### src/rtl/rwu_pkg.sv
package rwu_pkg;

   // Returns 1 when address a falls inside the range selected by code bp
   // for an array of 2**aw bytes.
   function automatic logic bp_blocks(input logic [2:0] bp, input logic [15:0] a,
                                      input int aw);
      int span;
      int ai;
      span = 1 << aw;
      ai   = int'(a);
      case (bp)
         3'b001:  return ai >= span - span / 4;
         3'b010:  return ai >= span / 2;
         3'b011:  return 1'b1;
         3'b100:  return ai < 64;
         3'b101:  return ai < 128;
         3'b110:  return ai < 256;
         3'b111:  return ai < 512;
         default: return 1'b0;
      endcase
   endfunction

endpackage

### src/rtl/rwu_frame.sv
module rwu_frame #(
   parameter int IDXW = 4,
   parameter int MAXB = 8,
   parameter logic [7:0] ARR_TGT = 8'hA0
) (
   input  logic                 clk,
   input  logic                 rst_n,
   input  logic                 ev_start,
   input  logic                 ev_stop,
   input  logic                 ev_byte_vld,
   input  logic [7:0]           ev_byte,
   input  logic [IDXW-1:0]      ev_byte_idx,
   input  logic                 ev_err,
   output logic                 done,
   output logic [7:0]           tgt,
   output logic [7:0]           addr_a,
   output logic [7:0]           addr_b,
   output logic [IDXW-1:0]      cnt,
   output logic [MAXB-1:0][7:0] dbuf,
   output logic                 arr_req,
   output logic [IDXW-1:0]      arr_off
);
   localparam int BW = (MAXB > 1) ? $clog2(MAXB) : 1;
   localparam logic [IDXW-1:0] CNT_MAX = '1;

   logic in_txn, bad;
   logic good_byte;

   assign good_byte = in_txn && !bad && ev_byte_vld && !ev_err && (ev_byte_idx == cnt);

   always_ff @(posedge clk or negedge rst_n) begin
      if (!rst_n) begin
         in_txn <= 1'b0;
         bad    <= 1'b0;
         cnt    <= '0;
         tgt    <= '0;
         addr_a <= '0;
         addr_b <= '0;
         dbuf   <= '0;
      end else if (ev_start) begin
         in_txn <= 1'b1;
         bad    <= 1'b0;
         cnt    <= '0;
      end else if (ev_stop) begin
         in_txn <= 1'b0;
      end else if (in_txn) begin
         if (ev_err) bad <= 1'b1;
         if (ev_byte_vld) begin
            if (ev_byte_idx != cnt) bad <= 1'b1;
            if (cnt != CNT_MAX) cnt <= cnt + 1'b1;
            case (cnt)
               IDXW'(0): tgt    <= ev_byte;
               IDXW'(1): addr_a <= ev_byte;
               IDXW'(2): addr_b <= ev_byte;
               default: ;
            endcase
            if (cnt >= IDXW'(2) && (cnt - IDXW'(2)) < IDXW'(MAXB))
               dbuf[BW'(cnt - IDXW'(2))] <= ev_byte;
         end
      end
   end

   assign done    = ev_stop && !ev_start && in_txn && !bad && !ev_err;
   assign arr_req = good_byte && !ev_start && !ev_stop && cnt >= IDXW'(3) && tgt == ARR_TGT;
   assign arr_off = cnt - IDXW'(3);
endmodule

### src/rtl/rwu_nvtimer.sv
module rwu_nvtimer #(
   parameter int BUSY_CYC = 64
) (
   input  logic clk,
   input  logic rst_n,
   input  logic launch,
   output logic busy,
   output logic fin
);
   localparam int CW = (BUSY_CYC > 1) ? $clog2(BUSY_CYC) : 1;

   logic [CW-1:0] left;

   assign fin = busy && left == '0;

   always_ff @(posedge clk or negedge rst_n) begin
      if (!rst_n) begin
         busy <= 1'b0;
         left <= '0;
      end else if (launch && !busy) begin
         busy <= 1'b1;
         left <= CW'(BUSY_CYC - 1);
      end else if (fin) begin
         busy <= 1'b0;
      end else if (busy) begin
         left <= left - 1'b1;
      end
   end
endmodule

### src/rtl/rwu_unlock_seq.sv
module rwu_unlock_seq #(
   parameter int         NUM_REGS  = 8,
   parameter int         MAXB      = 8,
   parameter int         AW        = 11,
   parameter int         IDXW      = 4,
   parameter int         BUSY_CYC  = 64,
   parameter int         BP_REG    = 7,
   parameter logic [7:0] STAT_TGT  = 8'hAE,
   parameter logic [7:0] STAT_ADDR = 8'h3F,
   parameter logic [7:0] CCR_TGT   = 8'hDE,
   parameter logic [7:0] ARR_TGT   = 8'hA0
) (
   input  logic            clk,
   input  logic            rst_n,
   input  logic            ev_start,
   input  logic            ev_stop,
   input  logic            ev_byte_vld,
   input  logic [7:0]      ev_byte,
   input  logic [IDXW-1:0] ev_byte_idx,
   input  logic            ev_err,
   input  logic [7:0]      rd_addr,
   output logic [7:0]      rd_data,
   output logic            wel,
   output logic            rwel,
   output logic            busy,
   output logic            arr_we,
   output logic [AW-1:0]   arr_addr,
   output logic [7:0]      arr_wdata
);
   import rwu_pkg::*;

   localparam int BW = (MAXB > 1) ? $clog2(MAXB) : 1;
   localparam logic [IDXW-1:0] CCR_MAX_CNT = IDXW'(MAXB + 2);

   initial begin
      assert (AW >= 10 && AW <= 16) else $error("AW out of range");
      assert (NUM_REGS >= 1 && NUM_REGS <= 256) else $error("NUM_REGS out of range");
      assert (BP_REG < NUM_REGS) else $error("BP_REG outside bank");
      assert (MAXB + 3 < (1 << IDXW)) else $error("IDXW too narrow for MAXB");
      assert (BUSY_CYC >= 2) else $error("BUSY_CYC too small");
   end

   logic                 done, arr_req, fin, launch;
   logic [7:0]           tgt, addr_a, addr_b;
   logic [IDXW-1:0]      cnt, arr_off, nd;
   logic [MAXB-1:0][7:0] dbuf;
   logic [7:0]           bank [NUM_REGS];
   logic [NUM_REGS*8-1:0] bank_flat;
   logic [2:0]           bp;
   logic                 stat_ok, ccr_ok;
   logic [AW-1:0]        arr_next;

   rwu_frame #(.IDXW(IDXW), .MAXB(MAXB), .ARR_TGT(ARR_TGT)) u_frame (
      .clk(clk), .rst_n(rst_n), .ev_start(ev_start), .ev_stop(ev_stop),
      .ev_byte_vld(ev_byte_vld), .ev_byte(ev_byte), .ev_byte_idx(ev_byte_idx),
      .ev_err(ev_err), .done(done), .tgt(tgt), .addr_a(addr_a), .addr_b(addr_b),
      .cnt(cnt), .dbuf(dbuf), .arr_req(arr_req), .arr_off(arr_off)
   );

   rwu_nvtimer #(.BUSY_CYC(BUSY_CYC)) u_timer (
      .clk(clk), .rst_n(rst_n), .launch(launch), .busy(busy), .fin(fin)
   );

   assign nd      = cnt - IDXW'(2);
   assign stat_ok = done && tgt == STAT_TGT && addr_a == STAT_ADDR && cnt == IDXW'(3);
   assign ccr_ok  = done && tgt == CCR_TGT && cnt >= IDXW'(3) && cnt <= CCR_MAX_CNT;
   assign launch  = ccr_ok && rwel && !busy;

   // Lock latches: cycle completion clears first, a status write applies after it.
   always_ff @(posedge clk or negedge rst_n) begin
      if (!rst_n) begin
         wel  <= 1'b0;
         rwel <= 1'b0;
      end else begin
         if (fin) begin
            wel  <= 1'b0;
            rwel <= 1'b0;
         end
         if (stat_ok) begin
            case (dbuf[0])
               8'h02: wel <= 1'b1;
               8'h06: if (wel && !fin) begin
                  wel  <= 1'b1;
                  rwel <= 1'b1;
               end
               8'h00: begin
                  wel  <= 1'b0;
                  rwel <= 1'b0;
               end
               default: ;
            endcase
         end
      end
   end

   generate
      for (genvar i = 0; i < NUM_REGS; i++) begin : g_reg
         localparam logic [7:0] RADDR = 8'(i);
         logic [7:0] off;
         logic       hit;
         assign off = RADDR - addr_a;
         assign hit = launch && RADDR >= addr_a && off < 8'(nd);
         always_ff @(posedge clk or negedge rst_n) begin
            if (!rst_n)   bank[i] <= '0;
            else if (hit) bank[i] <= dbuf[BW'(off)];
         end
         assign bank_flat[i*8 +: 8] = bank[i];
      end
   endgenerate

   assign bp      = bank[BP_REG][4:2];
   assign rd_data = (int'(rd_addr) < NUM_REGS) ? bank[rd_addr] : 8'h00;

   assign arr_next = AW'({addr_a, addr_b}) + AW'(arr_off);

   always_ff @(posedge clk or negedge rst_n) begin
      if (!rst_n) begin
         arr_we    <= 1'b0;
         arr_addr  <= '0;
         arr_wdata <= '0;
      end else begin
         arr_we <= arr_req && !bp_blocks(bp, 16'(arr_next), AW);
         if (arr_req) begin
            arr_addr  <= arr_next;
            arr_wdata <= ev_byte;
         end
      end
   end
endmodule

### config.mk
export PLATFORM = sky130hd
export DESIGN_NAME = rwu_unlock_seq
export DESIGN_NICKNAME = d
export VERILOG_FILES = /design/src/rtl/rwu_pkg.sv /design/src/rtl/rwu_frame.sv /design/src/rtl/rwu_nvtimer.sv /design/src/rtl/rwu_unlock_seq.sv
export SDC_FILE = /design/constraint.sdc
export NUM_CORES = 1
export LEC_CHECK = 0
export BUFFER_PORTS_ARGS = -buffer_cell sky130_fd_sc_hd__buf_2
export CAP_MARGIN = 20
export CORE_AREA = 2 2 131 158
export CTS_CLUSTER_DIAMETER = 80
export DETAILED_ROUTE_END_ITERATION = 12
export DIE_AREA = 0 0 133 160
export GPL_TIMING_DRIVEN = 0
export PLACE_DENSITY = 0.77
export SLEW_MARGIN = 20
export SYNTH_ARGS = -nofsm -noshare
export SYNTH_HDL_FRONTEND = slang
export SYNTH_SLANG_ARGS = --single-unit
### constraint.sdc
create_clock -name clk -period 5.8 [get_ports clk]
set_input_delay 1.16 -clock clk [delete_from_list [all_inputs] [get_ports clk]]
set_output_delay 1.16 -clock clk [all_outputs]
set_load 0.005 [all_outputs]
==> metrics.yaml <==
status: "finished, violations left"
violations: "DRC"
synth-edff-count: 0
min_path_type: "register to register"
post_dp_cell_area_sq_um: 12300
cts_hold_buf: 0
cts_setup_buffers: 0
skew_ns: 0.0100
yosys-top-cells-area: "dfrtp_1 40%, mux2_2 16%, mux4_2 15%, nand2_1 7.2%, ha_1 4.9%"
worst_pin_slew_ns: 1.03
cts_resized: 0
overflow: 0
crit_fanout: 10
dr.pass1.iters: 10
timing.rr.end: "bank[43]"
dieArea_sq_um: 21300
fillers: 1467
setup_viol: 0
viasPerCell: 6.23
place_congestion: 0.921
synthesis.instances: 1007
fin_crit_ns: 4.95
cts_root_buf: "clkbuf_16"
yosysWarnings: 0
start_kind: "register"
r2r_slack_ns: 0.85
dpl_worst_slack_ns: 0.906
synthArstFlopShare_pct: 100
numPortBuffers: 53
drt_first_iter_violations: 605
cts_tree: "built"
reg2reg_depth: 15
avgSynthCellArea_sq_um: 11.6
cts.clk_slew.worst_paths_ns: 0.07
cp_common_cell: "buf_2"
final-max-slew-violation-count: 0
cell_internal_pwr_uw: 2330
antenna_cells: 0
r2r-start: "u_frame.addr_a[0]"
swShare_pct: 33.6
worstSkewPairLatency_ns: 0.44
hpwl_mm: 22.5
min_period_over_period_pct: 85.3
final_util_pct: 65.2
vdd_ir_drop_max_uv: 215
critPathKind: "register to register"
detail-route-antenna-nets: 0
synth-seq-area-share_pct: 40.0
grt_pass1_vias: 8487
p_per_area_nw_per_um2: 270
min_to: "bank[47]"
antenna_found_initial: 0
num-nets-final: 1154
grt_first_pass_wirelength_mm: 48.2
start_util_pct: 58.7
synth_nets: 1080
slowest_stage: "clkbuf_1"
whs_path_depth: 1
rsz0062_at_grt: "false"
area_growth_pct: 11.1
ys.flop_type: "dfrtp_1"
drive_gt1_share_pct: 34.2
worst_ep_arrival_time_ns: 5.27
synth_cell_types: 66
grt_max_degree: 69
seqPwrFrac_pct: 39.2
synth-seq-cells: 187
pwr-share-comb_pct: 25.4
num_rows: 57
ios: 57
finalInstanceArea_sq_um: 13000
wirelength_mm: 30.0
coreArea_sq_um: 19900
finalWorstSetupSlack_ns: 0.853
fp.dieW_um: 133
drv_cap: 0
slew_headroom_pct: 31.3
hold_violations: 0
power_switching_uw: 1180
clkPwrFrac_pct: 35.3
cts_sinks: 187
timing.setup.tns_ns: 0
slowest_delay_ns: 0.50
synth_top_cell_area_share_pct: 40.0
die_h_um: 160
yosysTopAreaCell: "dfrtp_1"
drc: 2
synth_area_sq_um: 11700
fmax_mhz: 202
p_leak_uw: 0.00622
whs_ns: 0.503
cts-htree-levels: 4
numCtsBuffers: 17
vias: 8465
max-clock-path-buffers: 2
endpoint_kind: "register"
timing.critical_path.cells: "buf_2, buf_2, buf_4, inv_1, ha_1, buf_2, buf_2, clkbuf_1, inv_1, ha_1, a21o_1, a21o_1, a2111oi_2, nand3_2, mux2_2"
hp-start: "bank[47]"
track_usage_pct: 29.5
cp.required_ns: 6.13
wl_per_cell_um: 22.1
==> cell usage in the layout, fill, tap and decap left out, types with 11 or more instances in the layout <==
| cell | netlist | routed |
|---|---|---|
| a21oi_1 | 21 | 21 |
| inv_1 | 20 | 20 |
| xnor2_1 | 24 | 24 |
| nand2_1 | 224 | 224 |
| buf_2 | 25 | 77 |
| clkbuf_1 | 26 | 26 |
| nor2_1 | 30 | 30 |
| nor3_1 | 20 | 20 |
| mux2_2 | 162 | 162 |
| ha_1 | 46 | 46 |
| mux4_2 | 80 | 80 |
| dfrtp_1 | 187 | 187 |
| clkbuf_16 | 0 | 17 |
| mux2i_1 | 11 | 11 |
| o21ai_0 | 14 | 14 |
==> registers in the layout, summed over array words and instances (netlist names), 4 cells and up <==
signal	cells
u_frame.dbuf	64
u_timer.left	6
u_frame.cnt	4
u_frame.addr_a	8
u_frame.addr_b	8
bank	64
u_frame.tgt	8
arr_addr	11
arr_wdata	8
==> per-stage QoR <==
step / power [uW] / instances
after detailed placement: 2280 / 1327
final: 3500 / 1359
after global routing: 3640 / 1359
after CTS: 3500 / 1359
after floorplan: 2020 / 1007
after global placement: 2260 / 1325
==> worst max-delay path: cells and delay by family, from the launching register on <==
family,cells,cell delay [ns]
AOI/OAI and AO/OA,3,0.79
adders and majority gates,2,0.69
buffers and inverters,8,2.22
DFF,1,0.43
muxes,1,0.38
and+or+nand+nor,1,0.31
==> cells by family after synthesis <==
logic type / Yosys count / synth area share, %
XOR/XNOR: 30 / 2.25
buffers and inverters: 80 / 3.00
AND/OR/NAND/NOR: 333 / 13.2
multiplexers: 255 / 32.2
flip-flops: 187 / 40.0
AO/OA/AOI/OAI: 75 / 4.27
adder cells (fa/ha/maj): 47 / 5.10
==> per-layer routing <==
| layer | up-vias | share of wire (%) | GRT usage, % |
|---|---|---|---|
| li1 | 3784 | - | - |
| met5 | - | 0 | 0 |
| met2 | 410 | 50 | 49.8 |
| met4 | 0 | 3.7 | 12.2 |
| met3 | 65 | 5.8 | 4.25 |
| met1 | 4206 | 41 | 38.6 |
==> power groups by stage <==
stage               sequential [uW]  combinational [uW]  clock, uW
floorplan                      1390                 633          0
global placement               1400                 859          0
detailed placement             1400                 878          0
CTS                            1370                 882       1250
global route                   1380                 960       1300
finish                         1370                 891       1240
==> final cells by class <==
cell class              count  area [sq um]  area share (%)
multi-input cells         740          6660            51.3
flip-flops and latches    187          4680            36.1
clock buffers              17           425            3.28
well taps                 265           332            2.55
repair buffers             55           330            2.55
plain buffers              57           264            2.03
clock inverters            15           205            1.58
inverters                  23          86.3           0.665
==> how the worst max path moves through the flow <==
stage | startpoint | endpoint | slack [ns] | cells after the start
final | u_frame.addr_a[0] | bank[43] | 0.85 | 15
after global routing | u_frame.addr_a[0] | bank[43] | 0.59 | 15
after global placement | rst_n | u_timer.left[2] | 0.61 | 1
after detailed placement | u_frame.addr_a[0] | bank[45] | 0.91 | 15
after floorplan | u_frame.addr_a[0] | bank[40] | 1.89 | 15
after CTS | u_frame.addr_a[0] | bank[43] | 0.88 | 15
==> cells in the mapped netlist (2+ instances only) <==
| master | n |
|---|---|
| inv_1 | 20 |
| xnor2_1 | 24 |
| ha_1 | 46 |
| buf_4 | 3 |
| nand2_1 | 224 |
| mux2_2 | 162 |
| mux4_2 | 80 |
| nor3_1 | 20 |
| o21ai_0 | 14 |
| a21o_1 | 8 |
| nor2b_1 | 8 |
| and3_1 | 2 |
| and4_1 | 2 |
| clkbuf_1 | 26 |
| a41oi_1 | 2 |
| nand3b_1 | 2 |
| nand4_1 | 5 |
| a21oi_1 | 21 |
| buf_2 | 25 |
| nor4b_1 | 2 |
| mux2_1 | 2 |
| o31ai_1 | 3 |
| buf_1 | 2 |
| nand2b_1 | 7 |
| clkinv_1 | 3 |
| o211ai_1 | 5 |
| a31oi_1 | 4 |
| nand3_2 | 2 |
| nor2_1 | 30 |
| and2_1 | 6 |
| o21a_1 | 3 |
| xor2_1 | 6 |
| nand3_1 | 4 |
| a211oi_1 | 4 |
| a21boi_0 | 3 |
| mux2i_1 | 11 |
| dfrtp_1 | 187 |
Power figures use the tool's default switching activity.
